[src/rtl/fru_pkg.sv]
package fru_pkg;

    typedef enum logic [2:0] {
        BK_NONE,
        BK_JUMP,
        BK_JUMP_OFS,
        BK_SKIP,
        BK_COND
    } branch_kind_e;

    typedef enum logic [1:0] {
        ST_IDLE,
        ST_CALC,
        ST_DONE
    } fru_state_e;

    typedef struct packed {
        branch_kind_e kind;
        logic         backward;
        logic [1:0]   flag_sel;
        logic         want_set;
    } branch_decode_t;

endpackage

[src/rtl/fru_decode.sv]
module fru_decode
    import fru_pkg::*;
#(
    parameter int OP_W = 8
) (
    input  logic [OP_W-1:0] opcode,
    output branch_decode_t  dec
);

    localparam int GRP_LSB = OP_W - 5;

    logic [4:0] group;

    assign group = opcode[OP_W-1:GRP_LSB];

    always_comb begin
        dec          = '0;
        dec.kind     = BK_NONE;
        dec.flag_sel = opcode[1:0];
        dec.want_set = opcode[2];
        unique casez (group)
            5'b11000: dec.kind = BK_JUMP;
            5'b11001: dec.kind = BK_JUMP_OFS;
            5'b1110?: begin
                dec.kind     = BK_SKIP;
                dec.backward = group[0];
            end
            5'b1111?: begin
                dec.kind     = BK_COND;
                dec.backward = group[0];
            end
            default:  dec.kind = BK_NONE;
        endcase
    end

endmodule

[src/rtl/fru_cond.sv]
module fru_cond #(
    parameter int FLAG_W = 4,
    localparam int SEL_W = $clog2(FLAG_W)
) (
    input  logic [FLAG_W-1:0] flags,
    input  logic [SEL_W-1:0]  flag_sel,
    input  logic              want_set,
    output logic              cond_ok
);

    logic [FLAG_W-1:0] match_vec;

    genvar g;
    generate
        for (g = 0; g < FLAG_W; g++) begin : g_match
            assign match_vec[g] = ~(flags[g] ^ want_set);
        end
    endgenerate

    assign cond_ok = match_vec[flag_sel];

endmodule

[src/rtl/fru_target.sv]
module fru_target
    import fru_pkg::*;
#(
    parameter int IP_W   = 12,
    parameter int DATA_W = 8,
    localparam int HI_W  = IP_W - DATA_W
) (
    input  branch_kind_e      kind,
    input  logic              backward,
    input  logic              cond_ok,
    input  logic [DATA_W-1:0] imm_a,
    input  logic [DATA_W-1:0] imm_b,
    input  logic [DATA_W-1:0] reg_val,
    input  logic [IP_W-1:0]   seq_ip,
    output logic [IP_W-1:0]   target,
    output logic              redirect
);

    logic [IP_W-1:0] abs_addr;
    logic [IP_W-1:0] disp_ext;
    logic [IP_W-1:0] reg_ext;
    logic [IP_W-1:0] rel_addr;

    assign abs_addr = {imm_a[HI_W-1:0], imm_b};
    assign disp_ext = {{HI_W{1'b0}}, imm_a};
    assign reg_ext  = {{HI_W{1'b0}}, reg_val};
    assign rel_addr = backward ? (seq_ip - disp_ext) : (seq_ip + disp_ext);

    always_comb begin
        target   = seq_ip;
        redirect = 1'b0;
        unique case (kind)
            BK_JUMP: begin
                target   = abs_addr;
                redirect = 1'b1;
            end
            BK_JUMP_OFS: begin
                target   = abs_addr + reg_ext;
                redirect = 1'b1;
            end
            BK_SKIP: begin
                target   = rel_addr;
                redirect = 1'b1;
            end
            BK_COND: begin
                if (cond_ok) begin
                    target   = rel_addr;
                    redirect = 1'b1;
                end
            end
            default: begin
                target   = seq_ip;
                redirect = 1'b0;
            end
        endcase
    end

endmodule

[src/rtl/flow_redirect_unit.sv]
module flow_redirect_unit
    import fru_pkg::*;
#(
    parameter int IP_W   = 12,
    parameter int DATA_W = 8,
    parameter int FLAG_W = 4
) (
    input  logic              clk,
    input  logic              rst_n,
    input  logic              req_valid,
    input  logic [DATA_W-1:0] opcode,
    input  logic [DATA_W-1:0] imm_a,
    input  logic [DATA_W-1:0] imm_b,
    input  logic [DATA_W-1:0] reg_val,
    input  logic [FLAG_W-1:0] flags,
    input  logic [IP_W-1:0]   seq_ip,
    output logic              res_valid,
    output logic [IP_W-1:0]   next_ip,
    output logic              taken
);

    localparam int HI_W = IP_W - DATA_W;

    fru_state_e state_q, state_d;

    logic [DATA_W-1:0] op_q, imm_a_q, imm_b_q, reg_q;
    logic [FLAG_W-1:0] flags_q;
    logic [IP_W-1:0]   seq_q;

    branch_decode_t    dec;
    logic              cond_ok;
    logic [IP_W-1:0]   target;
    logic              redirect;

    logic [IP_W-1:0]   next_ip_q;
    logic              taken_q;

    logic              accept;

    assign accept = (state_q == ST_IDLE) && req_valid;

    // state register
    always_ff @(posedge clk or negedge rst_n) begin
        if (!rst_n) state_q <= ST_IDLE;
        else        state_q <= state_d;
    end

    // transitions
    always_comb begin
        state_d = state_q;
        unique case (state_q)
            ST_IDLE: if (req_valid) state_d = ST_CALC;
            ST_CALC: state_d = ST_DONE;
            ST_DONE: state_d = ST_IDLE;
            default: state_d = ST_IDLE;
        endcase
    end

    // operand capture
    always_ff @(posedge clk or negedge rst_n) begin
        if (!rst_n) begin
            op_q    <= '0;
            imm_a_q <= '0;
            imm_b_q <= '0;
            reg_q   <= '0;
            flags_q <= '0;
            seq_q   <= '0;
        end else if (accept) begin
            op_q    <= opcode;
            imm_a_q <= imm_a;
            imm_b_q <= imm_b;
            reg_q   <= reg_val;
            flags_q <= flags;
            seq_q   <= seq_ip;
        end
    end

    fru_decode #(.OP_W(DATA_W)) u_decode (
        .opcode (op_q),
        .dec    (dec)
    );

    fru_cond #(.FLAG_W(FLAG_W)) u_cond (
        .flags    (flags_q),
        .flag_sel (dec.flag_sel[$clog2(FLAG_W)-1:0]),
        .want_set (dec.want_set),
        .cond_ok  (cond_ok)
    );

    fru_target #(.IP_W(IP_W), .DATA_W(DATA_W)) u_target (
        .kind     (dec.kind),
        .backward (dec.backward),
        .cond_ok  (cond_ok),
        .imm_a    (imm_a_q),
        .imm_b    (imm_b_q),
        .reg_val  (reg_q),
        .seq_ip   (seq_q),
        .target   (target),
        .redirect (redirect)
    );

    // outputs
    always_ff @(posedge clk or negedge rst_n) begin
        if (!rst_n) begin
            next_ip_q <= '0;
            taken_q   <= 1'b0;
        end else if (state_q == ST_CALC) begin
            next_ip_q <= target;
            taken_q   <= redirect;
        end
    end

    assign res_valid = (state_q == ST_DONE);
    assign next_ip   = next_ip_q;
    assign taken     = taken_q;

    assert_latency_R2: assert property (@(posedge clk) disable iff (!rst_n)
        (state_q == ST_IDLE && req_valid) |=> ##1 res_valid);

    assert_single_pulse_R2: assert property (@(posedge clk) disable iff (!rst_n)
        res_valid |=> !res_valid);

    assert_abs_jump_R3: assert property (@(posedge clk) disable iff (!rst_n)
        (res_valid && op_q[7:3] == 5'b11000) |->
        (taken && next_ip == {imm_a_q[HI_W-1:0], imm_b_q}));

    assert_skip_back_R5: assert property (@(posedge clk) disable iff (!rst_n)
        (res_valid && op_q[7:3] == 5'b11101) |->
        (taken && next_ip == seq_q - {{HI_W{1'b0}}, imm_a_q}));

    assert_untaken_seq_R8: assert property (@(posedge clk) disable iff (!rst_n)
        (res_valid && !taken) |-> (next_ip == seq_q));

    assert_other_untaken_R9: assert property (@(posedge clk) disable iff (!rst_n)
        (res_valid && op_q[7:6] != 2'b11) |-> !taken);

    assert_capture_hold_R11: assert property (@(posedge clk) disable iff (!rst_n)
        (state_q != ST_IDLE) |=> $stable(op_q) && $stable(seq_q));

endmodule

[config.mk]
export PLATFORM = sky130hd
export DESIGN_NAME = flow_redirect_unit
export DESIGN_NICKNAME = d
export VERILOG_FILES = /design/src/rtl/fru_pkg.sv /design/src/rtl/fru_decode.sv /design/src/rtl/fru_cond.sv /design/src/rtl/fru_target.sv /design/src/rtl/flow_redirect_unit.sv
export SDC_FILE = /design/constraint.sdc
export NUM_CORES = 1
export LEC_CHECK = 0
export BUFFER_PORTS_ARGS = -buffer_cell sky130_fd_sc_hd__buf_2
export CAP_MARGIN = 20
export CORE_UTILIZATION = 60
export CTS_CLUSTER_DIAMETER = 150
export CTS_CLUSTER_SIZE = 8
export DETAILED_ROUTE_END_ITERATION = 16
export MAX_ROUTING_LAYER = met4
export PLACE_DENSITY = 0.85
export SLEW_MARGIN = 30
export SYNTH_ARGS = -nofsm -noshare
export SYNTH_HDL_FRONTEND = slang
export SYNTH_SLANG_ARGS = --single-unit
[constraint.sdc]
create_clock -name clk -period 4.1 [get_ports clk]
set_input_delay 0.82 -clock clk [delete_from_list [all_inputs] [get_ports clk]]
set_output_delay 0.82 -clock clk [all_outputs]
set_load 0.01 [all_outputs]
==> results of run 1 <==
## worst max path at each step
| stage | end | depth (start not counted) |
|---|---|---|
| after floorplan | next_ip[9] | 15 |
| after global placement | next_ip[10] | 11 |
| after detailed placement | next_ip[10] | 11 |
| after CTS | next_ip[10] | 11 |
| after global routing | next_ip[9] | 10 |
| final | next_ip[10] | 11 |
## worst max-delay path, cell delays in order (launching register included)
cell,delay [ns]
dfrtp_1,0.67
nand2_1,0.34
nor2_1,0.16
a21oi_1,0.09
fa_1,0.46
a21oi_1,0.17
nor2b_1,0.07
a311oi_1,0.44
o21ai_0,0.18
xor2_1,0.18
a211oi_1,0.29
o21ai_1,0.10
## through the flow
| step | cells | area (µm²) | setup slack [ns] | util [%] | hold slack [ns] |
|---|---|---|---|---|---|
| final | 503 | 4277 | 0.8380 | 71.81 | 0.4652 |
| after global routing | 503 | 4277 | 0.5271 | 71.81 | 0.5065 |
| after CTS | 503 | 4273 | 0.8501 | 71.74 | 0.4839 |
| after detailed placement | 488 | 4086 | 0.8588 | 68.61 | 0.4685 |
| after global placement | 488 | 4086 | 1.044 | 68.61 | 0.4571 |
| after floorplan | 359 | 3712 | 1.349 | - | 0.4752 |
## sequential cells by signal, summed over array words and instances (netlist names), 2 cells and up
register  count
imm_b_q       8
imm_a_q       8
seq_q        12
state_q       2
flags_q       4
reg_q         8
op_q          8
next_ip      12
## area by class of cell
type / instances / area (µm²)
clock buffer: 9 / 123.9
fill: 461 / 1679
clock inverter: 6 / 62.56
sequential: 63 / 1577
tap: 75 / 93.84
timing repair buffer: 67 / 342.8
inverter: 11 / 41.29
multi-input combinational: 272 / 2036
## layer usage
layer / vias up / global-route usage, % / share of wire (%)
met5: - / - / 0
met4: 0 / 10.18 / 2.0
met3: 18 / 6.932 / 6.3
met2: 120 / 43.73 / 47
met1: 1420 / 36.75 / 45
li1: 1437 / - / -
## power by group
| part | switching [mW] | leakage, nW | internal (mW) |
|---|---|---|---|
| combinational | 0.719 | 1.12 | 0.624 |
| sequential | 0.175 | 0.742 | 0.809 |
| clock | 0.249 | 0.0988 | 0.276 |
## cell usage in the layout, fill, tap and decap left out, types with 3 or more instances in the layout
cell type	n
a211oi_1	4
a21o_1	4
a21oi_1	27
a221oi_1	8
a31oi_1	7
and3_1	3
buf_2	64
buf_4	3
clkbuf_8	9
clkinv_2	3
dfrtp_1	63
ha_1	21
inv_1	11
mux2_2	42
mux2i_1	4
nand2_1	33
nor2_1	25
nor2b_1	3
nor3_1	4
o21a_1	4
o21ai_0	22
o21ai_1	6
o31ai_1	3
xnor2_1	13
xor2_1	10
## kinds of logic after synthesis
family	Yosys count	synth area share [%]
compound gates	99	16.85
mux	47	14.43
xor+xnor	24	5.865
buf+inv	24	2.932
simple gates	79	9.302
flops	63	42.47
fa+ha+maj	23	8.156
==> flow_summary_export.csv, run 1 <==
group,metric,value,unit
status,status,"completed",
floorplan,die_h,80.66,µm
placed_design,gp_congestion,0.9383,
layout,areaGrowthSynthToFinish,15.20,%
cts,clk_path_buf_depth,2,
yosys,synth_cell_type_count,45,
yosys,ys_top_cells_by_count,"dfrtp_1, mux2_2, nand2_1, a21oi_1, nor2_1",
global_routing,grt_pass1_wl,13410,µm
placed_design,dp_hpwl,6224,µm
power_and_ir_drop,leakagePower,1.960,nW
drt,drt_iter0_drc,150,
floorplan,die_w,80.66,µm
yosys,ys_seq_area_share,42.47,%
cts,postCtsHoldBufs,0,
floorplan,coreArea,5956,µm²
global_routing,grt.overflow.total,0,
setup_path,timing.rr.start,"op_q[3]",
drt,wirelength,8269,µm
layout,drive_above_1_share,31.07,%
cts,clkSlewWorstSetupHoldPaths,0.07,ns
cts,clkSinkCount,63,
drt,num_vias,2995,
cts,cts_made_buffers,9,
placed_design,port_buffers,64,
yosys,synth_top_cell_by_area,"dfrtp_1",
drt,viasPerCell,5.954,
yosys,ys_warn_count,0,
yosys,syn_inst,359,
power_and_ir_drop,peakVddDrop,0.0003390,V
min_path,hp-class,"primary input to async pin",
cts,cts-root-buf,"clkbuf_8",
timing,fmax,306.6,MHz
floorplan,die_area,6506,µm²
global_routing,grt_max_degree,41,
cts,cts_resized,0,
drt,dr.pass1.iters,5,
setup_path,cp.required,4.34,ns
timing,fin_crit,3.262,ns
setup_path,worst-r2r-setup-slack,0.84,ns
floorplan,row_count,28,
timing,finalSetupViolCount,0,
layout,diodes,0,
global_routing,grt_usage,28.52,%
yosys,synthTopCellsByArea,"dfrtp_1, mux2_2, ha_1",
timing,hold_viol,0,
timing,rsz0062_at_grt,"false",
yosys,synth_top_cell_area_share,42.47,%
cts,clkLatencyLatePin,0.35,ns
setup_path,worstPathMaxFanout,16,
timing,worst_slew_pin_slew,0.7739,ns
yosys,ys_ff_latch,63,
drt,drc,0,
drt,drt-wirelength-per-cell,16.44,µm
job,maxCapViolCount,0,
yosys,synth_edf_count,0,
yosys,syn_nets,433,
cts,cts_tree,"yes",
yosys,synthArstFlopShare,100.0,%
timing,slew_headroom,48.01,%
setup_path,startpoint_type,"register",
global_routing,grt_pass1_vias,2858,
power_and_ir_drop,p_per_area,666.9,nW/µm²
timing,timing.final.crit_share,79.56,%
cts,cts_max_level,3,
yosys,synth_area,3712,µm²
drt,drtAntennaViolNets,0,
cts,cts_setup_buffers,0,
setup_path,cp-end-kind,"register",
layout,final_net_count,498,
power_and_ir_drop,power,2.852,mW
setup_path,crit_arrival,3.50,ns
yosys,synth.most_common_cell,"dfrtp_1",
setup_path,path_class,"register to register",
yosys,synth_ff_type,"dfrtp_1",
timing,slew_viol_final,0,
yosys,postSynthAreaPerCell,10.34,µm²
setup_path,r2r-end,"next_ip[10]",
setup_path,critPathLaunch,"op_q[3]",
timing,clock_skew,0.009929,ns
global_routing,antenna_found_initial,0,
setup_path,rr_worst_depth,11,
floorplan,start_util,62.33,%
timing,finalSetupTns,0,ns
floorplan,ioPinCount,65,
Power figures use the tool's default switching activity.
==> inputs of run 2 (changes only) <==
- CORE_UTILIZATION: 60 -> 51
- PLACE_DENSITY: 0.85 -> 0.77
- clock period: 4.1 -> 2.8 ns (I/O delays scaled with it)
==> run 2 against run 1 <==
Compared with the run above:
- sequential share of layout area is 2.3 points lower
- flip-flop and latch count stayed put
- maximum frequency is 22% higher
- clock power is 33% higher
- non-clock buffer count is 21 higher
- clock skew is 0.0039 ns lower
- clock-buffer cell count is 2 higher
- register-to-register slack worse by 0.72 ns
- core utilization is 5.7 points lower
==> flow_summary_export.csv, run 2 (same netlist as run 1, synthesis figures left out) <==
group,metric,value,unit
status,status,"completed",
cts,clkLatencyLatePin,0.34,ns
min_path,hp-class,"primary input to async pin",
timing,slew_viol_final,0,
power_and_ir_drop,leakagePower,2.081,nW
layout,final_common_cell,"buf_2",
setup_path,worstPathMaxFanout,4,
drt,dr.pass1.iters,4,
floorplan,die_w,87.32,µm
cts,clkSlewWorstSetupHoldPaths,0.07,ns
timing,setup_slack,0.1157,ns
cts,cts_max_level,3,
timing,timing.final.crit_share,95.87,%
drt,num_vias,3051,
cts,cts_made_buffers,9,
cts,postCtsHoldBufs,0,
layout,drive_above_1_share,37.95,%
layout,final_cell_mix,"buf_2, dfrtp_1, mux2_2",
power_and_ir_drop,p_per_area,961.3,nW/µm²
cts,cts_tree,"yes",
global_routing,grt_usage,24.71,%
setup_path,path_class,"register to register",
layout,areaGrowthSynthToFinish,22.99,%
floorplan,start_util,53.75,%
timing,slew_headroom,56.90,%
drt,wirelength,8512,µm
drt,drc,0,
global_routing,grt_pass1_vias,2899,
cts,cts-root-buf,"clkbuf_8",
drt,drt_iter0_drc,179,
drt,drtAntennaViolNets,0,
cts,clkSinkCount,63,
setup_path,cp-end-kind,"register",
timing,fmax,372.5,MHz
timing,finalSetupTns,0,ns
setup_path,cp.required,3.03,ns
floorplan,row_count,30,
floorplan,die_h,87.32,µm
layout,fin_util,66.11,%
drt,viasPerCell,5.608,
placed_design,port_buffers,64,
timing,rsz0062_at_grt,"true",
timing,hold_viol,0,
drt,drt-wirelength-per-cell,15.65,µm
setup_path,startpoint_type,"register",
floorplan,die_area,7624,µm²
global_routing,grt_max_degree,39,
power_and_ir_drop,peakVddDrop,0.0004757,V
setup_path,crit_arrival,2.91,ns
cts,clk_path_buf_depth,2,
timing,worst_slew_pin_slew,0.6464,ns
global_routing,grt_pass1_wl,13740,µm
layout,diodes,0,
placed_design,gp_congestion,0.9120,
timing,fin_crit,2.684,ns
global_routing,grt.overflow.total,0,
job,maxCapViolCount,0,
timing,finalSetupViolCount,0,
placed_design,dp_hpwl,6478,µm
timing,clock_skew,0.006067,ns
layout,final_net_count,519,
global_routing,antenna_found_initial,0,
timing,holdWs,0.2374,ns
placed_design,place_ws,-0.1495,ns
floorplan,coreArea,6907,µm²
floorplan,ioPinCount,65,
-- run 2: cell count changes in the layout (fill, tap and decap cells not counted), moves of 3 or more --
cell     previous run  this run
nand2_1            33        30
nand2_2             0         3
o21ai_0            22        19
buf_4               3        22
-- run 2: report_power, final --
part	switching [mW]	leakage (nW)	internal, mW
Combinational	1.15	1.26	1.11
Sequential	0.249	0.742	1.18
Clock	0.340	0.0833	0.358
-- run 2: what timing repair did --
| action | CTS | global route |
|---|---|---|
| gates resized for setup | 4 | 23 |
| pin swaps | 3 | 16 |
| endpoints found under the setup margin | 2 | 6 |
| setup buffers | 2 | 5 |
-- run 2: final cells by class --
type	count	area, µm²
multi-input cells	272	2140
inverters	11	41.29
clock inverters	3	20.02
clock buffers	11	151.4
flip-flops and latches	63	1577
repair buffers	88	516.7
fillers	572	2341
well taps	96	120.1
-- run 2: per-stage QoR --
stage          std cells  area (µm²)  total power [mW]
4_1_cts              539        4434             4.249
5_1_grt              544        4566             4.715
3_5_place_dp         523        4230             3.511
6_report             544        4566             4.389
3_3_place_gp         523        4230             3.455
2_1_floorplan        359        3712             2.894
-- run 2: final timing paths --
kind	from	endpoint	slack, ns	cells past startpoint
max in group asynchronous	rst_n	imm_a_q[1]	1.95	2
max reg2reg	imm_a_q[1]	next_ip[10]	0.12	13
min in group clk	opcode[4]	op_q[4]	0.42	3
min	rst_n	seq_q[2]	0.24	1
min reg2reg	next_ip[8]	next_ip[8]	0.48	2
max	imm_a_q[1]	next_ip[10]	0.12	13
-- run 2: layer usage --
metal,GRT usage (%),up-vias,part of all wire (%)
li1,-,1477,-
met1,32.26,1462,45
met2,37.43,93,47
met3,5.118,19,5.7
met4,10.28,0,2.3
met5,-,-,0
-- run 2: critical path: stages (launching register included) --
cell      delay, ns
dfrtp_1        0.42
inv_2          0.11
ha_4           0.14
nand2_2        0.06
or2_4          0.28
o41ai_4        0.40
ha_4           0.28
nand2_1        0.06
nor2_1         0.05
a211oi_2       0.19
o21ai_1        0.11
xor2_1         0.16
a211oi_2       0.22
o21ai_1        0.10
==> inputs of run 3 (changes only) <==
- RECOVER_POWER: unset -> 50
==> run 3 against run 2 <==
Compared with the run above:
- the run now ends with max-capacitance violations, max-slew violations left
- clock-buffer cell count did not move
- core utilization shrank 0.40 points
- clock power hardly changed
- non-clock buffer count did not move
- design area down 0.60%
- critical endpoint is now next_ip[9]
- highest routed layer unchanged
==> flow_summary_export.csv, run 3 (same netlist as run 1, synthesis figures left out) <==
group,metric,value,unit
cts,postCtsHoldBufs,0,
status,status,"finished with violations",
layout,areaGrowthSynthToFinish,22.24,%
setup_path,path_class,"register to register",
layout,diodes,0,
cts,cts_made_buffers,9,
setup_path,worst-r2r-setup-slack,0.10,ns
setup_path,startpoint_type,"register",
placed_design,dp_hpwl,6478,µm
setup_path,critPathBufInv,1,
cts,clkLatencyLatePin,0.35,ns
setup_path,cp-end-kind,"register",
timing,setup_slack,0.1032,ns
layout,fin_cells,544,
global_routing,antenna_found_initial,0,
timing,holdWs,0.4193,ns
global_routing,grt_pass1_vias,2899,
layout,final_cell_mix,"dfrtp_1, buf_2, mux2_2",
timing,worst_slew_pin_slew,1.655,ns
status,violations,"max-capacitance violations, max-slew violations",
global_routing,busiest_layer,"met2",
drt,drt_iter0_drc,152,
global_routing,use_met2,37.43,%
cts,cts_tree,"yes",
drt,drt-wirelength-per-cell,15.71,µm
global_routing,use_met3,5.118,%
drt,viasPerCell,5.559,
setup_path,timing.rr.start,"imm_a_q[1]",
floorplan,die_area,7624,µm²
cts,clk_path_buf_depth,2,
drt,num_vias,3024,
setup_path,critPathLaunch,"imm_a_q[1]",
floorplan,die_h,87.32,µm
timing,rsz0062_at_grt,"true",
timing,slew_viol_final,39,
drt,wirelength,8548,µm
global_routing,grt_usage,24.71,%
cts,clkSinkCount,63,
timing,finalSetupViolCount,0,
layout,final_net_count,519,
timing,fin_crit,2.697,ns
global_routing,grt.overflow.total,0,
timing,clock_skew,0.005213,ns
floorplan,row_count,30,
min_path,hp-start,"opcode[5]",
cts,clkSlewWorstSetupHoldPaths,0.06,ns
placed_design,gp_congestion,0.9120,
layout,drive_above_1_share,36.83,%
power_and_ir_drop,peakVddDrop,0.0004764,V
placed_design,placed_cells,523,
setup_path,cp_top_family,"compound AO/OA/AOI/OAI gates",
setup_path,cp_slowest_stage_delay,0.42,ns
timing,fmax,370.8,MHz
timing,hold_viol,0,
setup_path,cp.required,3.01,ns
floorplan,die_w,87.32,µm
timing,slew_headroom,-10.31,%
setup_path,critPathSlowestCell,"dfrtp_1",
layout,fin_util,65.71,%
cts,cts_max_level,3,
global_routing,grt_max_degree,39,
drt,dr.pass1.iters,4,
job,maxCapViolCount,1,
timing,timing.final.crit_share,96.31,%
cts,cts-root-buf,"clkbuf_8",
drt,drtAntennaViolNets,0,
power_and_ir_drop,p_per_area,966.3,nW/µm²
floorplan,ioPinCount,65,
floorplan,coreArea,6907,µm²
setup_path,worstPathCellList,"inv_2 -> ha_4 -> nand2_2 -> or2_4 -> o21ai_2 -> xor2_1 -> ha_1 -> a21o_1 -> a21oi_2 -> o21ai_0 -> o211ai_1 -> a211oi_1 -> a221oi_1 -> o21ai_1",
setup_path,crit_arrival,2.90,ns
drt,drc,0,
min_path,hp-class,"primary input to register",
layout,final_common_cell,"dfrtp_1",
power_and_ir_drop,leakagePower,2.061,nW
global_routing,grt_pass1_wl,13740,µm
global_routing,grt_use_met1,32.26,%
floorplan,start_util,53.75,%
placed_design,port_buffers,64,
setup_path,worstPathMaxFanout,3,
placed_design,place_ws,-0.1495,ns
## run 3: final timing paths
check	end	depth (start not counted)
worst max-delay path	next_ip[9]	14
worst min-delay path	op_q[5]	3
worst max register to register	next_ip[9]	14
max in group asynchronous	imm_a_q[1]	2
worst min register to register	next_ip[8]	2
min in group asynchronous	seq_q[2]	1
## run 3: through the flow
stage	power, mW	area (µm²)	TNS [ns]
after floorplan	2.894	3712	0
after global placement	3.455	4230	-0.1841
after detailed placement	3.511	4230	-0.1781
after CTS	4.249	4434	0
after global routing	4.709	4538	-0.1126
final	4.385	4538	0
## run 3: area by class of cell
class / instances / area [µm²]
clock buffers: 11 / 151.4
clock inverters: 3 / 20.02
fillers: 575 / 2369
inverters: 11 / 41.29
multi-input cells: 272 / 2135
flip-flops and latches: 63 / 1577
well taps: 96 / 120.1
repair buffers: 88 / 494.2
## run 3: power by group
group / switching, mW / internal (mW) / leakage [nW]
Sequential: 0.248 / 1.18 / 0.742
Clock: 0.344 / 0.357 / 0.0833
Combinational: 1.15 / 1.10 / 1.24
Total: 1.74 / 2.64 / 2.06
## run 3: worst min-delay path, cell delays in order
cell	delay [ns]
buf_2	0.07
nand2_1	0.03
o21ai_0	0.06
## run 3: metal layers
layer,vias up,part of all wire [%]
li1,1479,-
met1,1439,45
met2,92,47
met3,14,6.2
met4,0,2.0
met5,-,0
## run 3: what timing repair did
action,CTS,global route
buffers inserted,2,5
gates resized for setup,4,23
setup endpoints to repair,2,6
pin swaps,3,16
